## src/rtl/trk_fault_pkg.sv

```systemverilog
package trk_fault_pkg;

  // per-channel qualifier state
  typedef enum logic [1:0] {
    CH_START = 2'd0,
    CH_OK    = 2'd1,
    CH_FAULT = 2'd2
  } ch_state_e;

endpackage

```

## src/rtl/tfm_mag.sv

```systemverilog
// Error magnitude and threshold comparison for one channel.
module tfm_mag #(
  parameter int ERR_W   = 16,
  parameter int SET_THR = 55,
  parameter int CLR_THR = 45
) (
  input  logic signed [ERR_W-1:0] err,
  output logic [ERR_W-1:0]        mag,
  output logic                    over,
  output logic                    under
);

  localparam logic [ERR_W-1:0] SET_V = ERR_W'(SET_THR);
  localparam logic [ERR_W-1:0] CLR_V = ERR_W'(CLR_THR);
  localparam logic [ERR_W-1:0] MOST_NEG = {1'b1, {(ERR_W-1){1'b0}}};
  localparam logic [ERR_W-1:0] MOST_POS = {1'b0, {(ERR_W-1){1'b1}}};

  // absolute value, most negative code saturates to the largest positive
  function automatic logic [ERR_W-1:0] abs_sat(input logic signed [ERR_W-1:0] v);
    logic [ERR_W-1:0] u;
    u = v;
    if (!u[ERR_W-1])
      return u;
    else if (u == MOST_NEG)
      return MOST_POS;
    else
      return ERR_W'(~u + 1'b1);
  endfunction

  assign mag   = abs_sat(err);
  assign over  = (mag > SET_V);
  assign under = (mag < CLR_V);

endmodule

```

## src/rtl/tfm_chan.sv

```systemverilog
// Per-channel qualifier: startup settling, persistence, hysteresis.
module tfm_chan
  import trk_fault_pkg::*;
#(
  parameter int PERSIST_TICKS = 2,
  parameter int SETTLE_TICKS  = 4
) (
  input  logic      clk,
  input  logic      rst_n,
  input  logic      tick,
  input  logic      over,
  input  logic      under,
  output ch_state_e state,
  output logic      faulted,
  output logic      in_start
);

  localparam int PW = $clog2(PERSIST_TICKS + 1);
  localparam int SW = $clog2(SETTLE_TICKS + 1);
  localparam logic [PW-1:0] P_LAST = PW'(PERSIST_TICKS - 1);
  localparam logic [SW-1:0] S_LAST = SW'(SETTLE_TICKS - 1);

  logic [PW-1:0] pers_cnt;
  logic [SW-1:0] settle_cnt;

  always_ff @(posedge clk) begin
    if (!rst_n) begin
      state      <= CH_START;
      pers_cnt   <= '0;
      settle_cnt <= '0;
    end else begin
      case (state)
        CH_START: begin
          pers_cnt <= '0;
          if (!under) begin
            settle_cnt <= '0;
          end else if (tick) begin
            if (settle_cnt == S_LAST) begin
              state      <= CH_OK;
              settle_cnt <= '0;
            end else begin
              settle_cnt <= settle_cnt + 1'b1;
            end
          end
        end
        CH_OK: begin
          settle_cnt <= '0;
          if (!over) begin
            pers_cnt <= '0;
          end else if (tick) begin
            if (pers_cnt == P_LAST) begin
              state    <= CH_FAULT;
              pers_cnt <= '0;
            end else begin
              pers_cnt <= pers_cnt + 1'b1;
            end
          end
        end
        CH_FAULT: begin
          pers_cnt   <= '0;
          settle_cnt <= '0;
          if (under) state <= CH_OK;
        end
        default: begin
          state      <= CH_START;
          pers_cnt   <= '0;
          settle_cnt <= '0;
        end
      endcase
    end
  end

  assign faulted  = (state != CH_OK);
  assign in_start = (state == CH_START);

endmodule

```

## src/rtl/trk_fault_mon.sv

```systemverilog
// Two-channel tracking error fault monitor, active-low selected flag.
module trk_fault_mon
  import trk_fault_pkg::*;
#(
  parameter int ERR_W         = 16,
  parameter int SET_THR       = 55,
  parameter int CLR_THR       = 45,
  parameter int PERSIST_TICKS = 2,
  parameter int SETTLE_TICKS  = 4
) (
  input  logic                    clk,
  input  logic                    rst_n,
  input  logic signed [ERR_W-1:0] err_a,
  input  logic signed [ERR_W-1:0] err_b,
  input  logic                    sel_a,
  input  logic                    ref_tick,
  output logic                    fault_n
);

  localparam int NCH = 2;

  logic signed [ERR_W-1:0] err_v [NCH];
  logic [ERR_W-1:0]        ch_mag [NCH];
  ch_state_e               ch_state [NCH];

  // named per-channel events for the checker
  logic [NCH-1:0] ch_over;
  logic [NCH-1:0] ch_under;
  logic [NCH-1:0] ch_flt;
  logic [NCH-1:0] ch_start;

  assign err_v[0] = err_a;
  assign err_v[1] = err_b;

  for (genvar c = 0; c < NCH; c++) begin : g_ch
    tfm_mag #(
      .ERR_W  (ERR_W),
      .SET_THR(SET_THR),
      .CLR_THR(CLR_THR)
    ) u_mag (
      .err  (err_v[c]),
      .mag  (ch_mag[c]),
      .over (ch_over[c]),
      .under(ch_under[c])
    );

    tfm_chan #(
      .PERSIST_TICKS(PERSIST_TICKS),
      .SETTLE_TICKS (SETTLE_TICKS)
    ) u_chan (
      .clk     (clk),
      .rst_n   (rst_n),
      .tick    (ref_tick),
      .over    (ch_over[c]),
      .under   (ch_under[c]),
      .state   (ch_state[c]),
      .faulted (ch_flt[c]),
      .in_start(ch_start[c])
    );
  end

  // index 0 = channel A, index 1 = channel B
  assign fault_n = ~(sel_a ? ch_flt[0] : ch_flt[1]);

endmodule

```

## config.mk

```make
export PLATFORM = sky130hd
export DESIGN_NAME = trk_fault_mon
export DESIGN_NICKNAME = d
export VERILOG_FILES = /design/src/rtl/trk_fault_pkg.sv /design/src/rtl/tfm_mag.sv /design/src/rtl/tfm_chan.sv /design/src/rtl/trk_fault_mon.sv
export SDC_FILE = /design/constraint.sdc
export NUM_CORES = 1
export LEC_CHECK = 0
export BUFFER_PORTS_ARGS = -buffer_cell sky130_fd_sc_hd__buf_2
export CORE_MARGIN = 1.5
export CORE_UTILIZATION = 34
export DETAILED_ROUTE_END_ITERATION = 8
export HOLD_SLACK_MARGIN = 0.03
export PLACE_DENSITY = 0.5
export REMOVE_ABC_BUFFERS = 1
export SLEW_MARGIN = 20
export SYNTH_ARGS = -nofsm -noshare
export SYNTH_HDL_FRONTEND = slang
export SYNTH_SLANG_ARGS = --single-unit
```

## constraint.sdc

```tcl
create_clock -name clk -period 4.2 [get_ports clk]
set_input_delay 0.84 -clock clk [delete_from_list [all_inputs] [get_ports clk]]
set_output_delay 0.84 -clock clk [all_outputs]
set_load 0.005 [all_outputs]
```

==> results.md, run 1 <==
Routing
* DR vias: 1920
* per-cell routed wire length: 13.05 um
* violation count after the first detailed-routing iteration: 96
* Final ANT Viol Nets: 0
* router iterations before antenna repair: 4
* Via-to-Cell Ratio: 5.647
* total detailed-routing wirelength: 4436 um
* DRC Markers: 0

GRT
* number of global-route vias before repair: 1719
* Congestion Overflow GR: 0
* most used routing layer in global routing: met2
* global-route met2 utilization: 28.27%
* global-route wire length before repair: 7500 um
* initial antenna violation count: 0
* met1 global-route usage: 22.47%
* Total GRT Usage: 16.54%
* largest net degree at the start of global routing: 19
* grt met3 use: 1.587%

Power
* P_leak: 0.7417 nW
* P per Cell Area: 185.9 mW/mm2
* total power consumption of the routed design: 0.3785 mW
* Peak VDD IR: 0.0001124 V

STA
* unrepaired setup endpoints after global routing: no
* Period minus WS final: 2949 ps
* final-report max-slew violation count: 0
* setup TNS: 0 ps
* maximum clock rate: 339.1 MHz
* Worst Clk Skew: 2.269 ps
* setup-violating endpoint count in the final report: 0
* Slew @ Worst Pin: 587.0 ps
* total count of hold-check failures in the final report: 0
* slew margin rel.: 60.37%
* period utilisation layout: 70.22%

Yosys
* cell type contributing the most total cell area after synthesis: dfxtp_1
* number of standard cells after synthesis: 244
* post-synthesis sequential element count: 14
* number of flops mapped to enable cells by yosys: 0
* per-instance average area after synthesis: 7.282 um2
* share of flip-flops with an asynchronous set or reset after synthesis: 0%
* flip-flop cell with the highest count after synthesis: dfxtp_1
* combined area of all synthesized cells: 0.001777 mm2
* yosys synthesis warning count: 0
* area share of the leading cell type in the synthesized netlist: 15.77%
* distinct cell type count after synthesis: 62
* synth top area cells: dfxtp_1 (16%), nand2_1 (5.3%), nor3_1 (4.2%)
* part of the Yosys area used for sequential elements: 15.77%

Critical path
* Arrival @ worst endpoint: 3100 ps
* Critical Path Sink Type: flop
* Required @ worst endpoint: 4350 ps
* Worst setup SP type: primary input
* start-to-end type of the worst setup path: primary input to flop
* highest fanout seen on the critical path: 11

Clock tree
* post-cts gate resize count: 0
* total number of H-tree levels: 1
* Setup Buffers After CTS: 0
* buffers from clock root to sink, at most: 2
* hold buffer count at cts: 0
* clock slew seen by the registers of the worst setup and hold paths: 60 ps
* clock tree root driver cell: clkbuf_8
* total CTS buffers: 3
* TritonCTS clock tree: done
* latest clock arrival within the worst-skew pair: 250 ps
* sinks on the clock net: 14

Finish
* Area Growth Syn to Fin: 14.58%
* ratio of cells with drive above 1 in the final layout: 19.26%
* final-stage net count: 311
* number of antenna repair diodes: 0
* Filler cells: 581

Floorplan
* effective utilization at floorplan: 35.01%
* # IOs: 37
* chip height: 75.29 um
* standard cell core area: 0.005075 mm2
* floorplan die area: 0.005669 mm2
* die extent in x: 75.29 um
* Core Rows: 26

Outcome
* run status: complete, no violations

Worst hold path
* classification of the worst-slack hold path: flop to flop

Place
* input/output buffers: 36
* gpl congestion: 0.8243
* HPWL after detailed placement: 3544 um

Flow run
* number of max-cap violations: 0

==> worst max-delay path: stages <==
cell and delay (ps):
buf_2 120, inv_1 50, ha_1 180, nand2b_1 220
or4_1 550, nor4_1 190, o311ai_0 220, or3_4 450
nor4_1 280
==> layout make-up <==
type | instances | area (um2) | share of cell area [%]
multi-input cells | 205 | 1391 | 68.35
flip-flops and latches | 14 | 280.3 | 13.77
repair buffers | 36 | 180.2 | 8.851
well taps | 70 | 87.58 | 4.302
clock buffers | 4 | 55.05 | 2.704
inverters | 11 | 41.29 | 2.028
==> report_power, final <==
group | switching, mW | leakage [nW] | internal, mW
logic | 0.0694 | 0.600 | 0.0434
registers | 0.0000126 | 0.113 | 0.133
clock network | 0.0499 | 0.0288 | 0.0831
total | 0.119 | 0.742 | 0.259
==> synth_stat cells, types with 3 or more instances <==
library cell,instances
a211oi_1,3
a21oi_1,11
a31oi_1,4
buf_2,3
clkbuf_1,9
dfxtp_1,14
ha_1,4
inv_1,11
mux2i_1,5
nand2_1,25
nand2b_1,9
nand3_1,5
nor2_1,19
nor2b_1,4
nor3_1,15
nor4_1,9
o211ai_1,5
o21ai_0,7
o22ai_1,5
o311ai_0,3
o31ai_1,4
o32ai_1,3
or3_1,9
or4_1,4
xnor2_1,3
xor2_1,4
==> stage by stage <==
stage | worst slack, ps | area, um2 | hold WS [ps] | util [%] | instances
after global placement | 1066 | 1981 | 433.7 | 39.03 | 336
after CTS | 1232 | 2036 | 442.9 | 40.11 | 340
after global routing | 980.2 | 2036 | 458.6 | 40.11 | 340
after floorplan | 1372 | 1713 | 414.6 | - | 230
final | 1251 | 2036 | 442.0 | 40.11 | 340
after detailed placement | 980.0 | 1981 | 431.9 | 39.03 | 336
==> cells in the final DEF, fill, tap and decap left out, types with 7 or more instances in the layout <==
| master | netlist | final |
|---|---|---|
| nor4_1 | 9 | 9 |
| or3_1 | 9 | 9 |
| inv_1 | 11 | 11 |
| nand2b_1 | 9 | 9 |
| nand2_1 | 25 | 25 |
| o21ai_0 | 7 | 7 |
| a21oi_1 | 11 | 11 |
| dfxtp_1 | 14 | 14 |
| nor2_1 | 19 | 19 |
| nor3_1 | 15 | 15 |
| buf_2 | 3 | 36 |
==> cells by family after synthesis <==
family	after synthesis	share of synthesized area, %
adder cells (fa/ha/maj)	4	2.817
flip-flops	14	15.77
AND/OR/NAND/NOR	120	39.15
buffers and inverters	25	5.915
AO/OA/AOI/OAI	69	30.07
XOR/XNOR	7	3.451
multiplexers	5	2.817
==> state kept, by name (all words and copies together) (netlist names) <==
| name | cells |
|---|---|
| g_ch.u_chan.pers_cnt | 4 |
| g_ch.u_chan.settle_cnt | 6 |
| g_ch.u_chan.state | 4 |
==> routing by layer <==
metal,up-vias,part of all wire (%)
met2,45,47
met1,870,48
met3,4,3.9
met4,0,1.0
met5,-,0
li1,1001,-
==> path summary, 6_finish.rpt <==
check | start | endpoint | slack [ps] | cells after the start
setup / recovery | err_b[0] | g_ch[1].u_chan.settle_cnt[2] | 1250 | 9
hold / removal | g_ch[0].u_chan.settle_cnt[2] | g_ch[0].u_chan.settle_cnt[2] | 440 | 2
setup reg to reg | g_ch[1].u_chan.state[1] | g_ch[1].u_chan.state[0] | 2920 | 5
hold reg to reg | g_ch[0].u_chan.settle_cnt[2] | g_ch[0].u_chan.settle_cnt[2] | 440 | 2
(Power assumes the default switching activity.)
==> run 2: changes to the inputs <==
==> constraint.sdc (replaced) <==
create_clock -name clk -period 2.8 [get_ports clk]
set_input_delay 0.56 -clock clk [delete_from_list [all_inputs] [get_ports clk]]
set_output_delay 0.56 -clock clk [all_outputs]
set_load 0.005 [all_outputs]
==> results.md, run 2 (synthesized netlist as in run 1, its figures left out) <==
Outcome
* run status: complete, no violations

GRT
* number of global-route vias before repair: 1849, +7.6%
* largest net degree at the start of global routing: 18, -1
* Congestion Overflow GR: 0, unchanged
* Total GRT Usage: 17.11%, +0.57 points
* global-route wire length before repair: 7921 um, +5.6%
* initial antenna violation count: 0, unchanged

Clock tree
* Setup Buffers After CTS: 0, unchanged
* clock tree root driver cell: clkbuf_8
* clock slew seen by the registers of the worst setup and hold paths: 50 ps, about the same
* latest clock arrival within the worst-skew pair: 240 ps, about the same
* buffers from clock root to sink, at most: 2, unchanged
* total number of H-tree levels: 1, unchanged
* TritonCTS clock tree: done
* sinks on the clock net: 14, unchanged
* post-cts gate resize count: 0, unchanged
* total CTS buffers: 3, unchanged
* hold buffer count at cts: 0, unchanged

Critical path
* beginning of the critical path: err_a[5]
* delay of the slowest cell on the worst path: 640 ps, +90 ps
* setup slack, reg-to-reg: 1520 ps, -1400 ps
* start-to-end type of the worst setup path: primary input to flop
* Required @ worst endpoint: 2920 ps, -1430 ps
* critical path's slowest cell: or4_1
* highest fanout seen on the critical path: 6, -5
* Worst setup SP type: primary input
* Arrival @ worst endpoint: 2730 ps, -370 ps
* worst r2r src: g_ch[1].u_chan.state[1]
* delay-heaviest family, CP: simple AND/OR/NAND/NOR gates
* Critical Path Sink Type: flop
* series of cell instances along the critical path: buf_2 > or4_1 > o2111a_1 > nor4_1 > a2111oi_4 > a311oi_1 > o32ai_1
* count of buffer and inverter cells on the critical path: 1, -1

Finish
* Filler cells: 545, -6.2%
* non-filler instance count after layout: 359, +5.6%
* final-stage net count: 331, +6.4%
* register ranked first by flip-flop count: g_ch.u_chan.settle_cnt
* Area Growth Syn to Fin: 22.25%
* most frequent cells in the layout: buf_2 (36), nand2_1 (25), buf_4 (20)
* most common cell after layout, fill and taps aside: buf_2
* Largest regs: g_ch.u_chan.settle_cnt x6, g_ch.u_chan.pers_cnt x4, g_ch.u_chan.state x4
* ratio of cells with drive above 1 in the final layout: 24.57%, +5.3 points
* flip-flop count of the largest register after layout: 6, unchanged
* number of antenna repair diodes: 0, unchanged

Power
* sequential share of power: 36.2%, +1.1 points
* P per Cell Area: 253.7 mW/mm2, +36%
* combinational fraction of design power: 34.2%, +4.4 points
* switching power summed over all nets: 0.1759 mW, +47%
* P_leak: 0.8279 nW, +12%
* Peak VDD IR: 0.0001293 V, +15%
* internal power contribution: 0.3752 mW, +45%
* Sw Ratio: 31.91%, +0.40 points
* relative contribution of the clock network to total power: 29.7%, -5.4 points

STA
* final-report max-slew violation count: 0, unchanged
* Hold Slack: 438.8 ps, -3.234 ps
* slew margin rel.: 61.42%, +1.1 points
* period utilisation layout: 93.30%
* maximum clock rate: 382.8 MHz
* setup-violating endpoint count in the final report: 0, unchanged
* Worst Clk Skew: 0.6629 ps, -1.607 ps
* Period minus WS final: 2612 ps
* total count of hold-check failures in the final report: 0, unchanged
* Slew @ Worst Pin: 573.4 ps, -13.61 ps
* unrepaired setup endpoints after global routing: no
* setup TNS: 0 ps, unchanged

Floorplan
* effective utilization at floorplan: 35.01%, unchanged
* Core Rows: 26, unchanged
* standard cell core area: 0.005075 mm2, unchanged
* die extent in x: 75.29 um, unchanged
* floorplan die area: 0.005669 mm2, unchanged
* chip height: 75.29 um, unchanged
* # IOs: 37, unchanged

Worst hold path
* hold path start: g_ch[0].u_chan.settle_cnt[2]
* classification of the worst-slack hold path: flop to flop

Place
* input/output buffers: 36, unchanged
* gpl congestion: 0.8381, +1.7%
* number of placed instances, taps included: 356, +6.0%
* HPWL after detailed placement: 3585 um, +1.1%

Routing
* router iterations before antenna repair: 4, unchanged
* per-cell routed wire length: 12.51 um, -4.1%
* DRC Markers: 0, unchanged
* violation count after the first detailed-routing iteration: 68, -29%
* Final ANT Viol Nets: 0, unchanged
* DR vias: 1993, +3.8%
* Via-to-Cell Ratio: 5.552, -1.7%
* total detailed-routing wirelength: 4490 um, +1.2%

Flow run
* number of max-cap violations: 0, unchanged

## run 2: cell count changes in the layout (fill, tap and decap cells not counted)
| cell | change |
|---|---|
| buf_4 | +20 |
| clkbuf_8 | -1 |
## run 2: worst paths after layout
path,end,cells past startpoint
worst max-delay path,g_ch[0].u_chan.state[0],7
worst min-delay path,g_ch[0].u_chan.settle_cnt[2],2
worst max register to register,g_ch[1].u_chan.state[0],5
worst min register to register,g_ch[0].u_chan.settle_cnt[2],2
## run 2: metrics by stage
step	worst slack, ps	area (um2)	total power, mW	util (%)
2_1_floorplan	252.1	1713	0.2923	-
3_5_place_dp	-54.10	2131	0.3917	41.99
4_1_cts	214.5	2172	0.5576	42.80
5_1_grt	68.50	2172	0.5830	42.80
6_report	187.7	2172	0.5511	42.80
3_3_place_gp	-14.85	2131	0.3920	41.99
## run 2: power by group through the flow
stage	registers [mW]	clock network (mW)	logic, mW
final	0.199	0.164	0.188
after detailed placement	0.204	0	0.188
after global placement	0.204	0	0.188
after CTS	0.199	0.169	0.189
after floorplan	0.204	0	0.0887
after global routing	0.199	0.174	0.210
## run 2: layout make-up
type	count	area, um2	area share, %
tap	70	87.58	4.032
sequential	14	280.3	12.90
clock buffer	3	41.29	1.901
inverter	11	41.29	1.901
timing repair buffer	56	330.3	15.21
multi-input combinational	205	1391	64.06
## run 2: per-layer routing
layer  share of wire, %  vias up  global-route usage, %  routed length [um]
li1                   -     1040                      -                   -
met3                4.3        6                  2.513                 195
met5                  0        -                      0                   0
met1                 47      895                  22.85                2119
met2                 47       52                  29.53                2126
met4                1.1        0                  3.175                  48
## run 2: tightest hold or removal path: stages (launching register included)
cell,delay (ps)
dfxtp_1,310
nand2_1,50
nor3_1,30
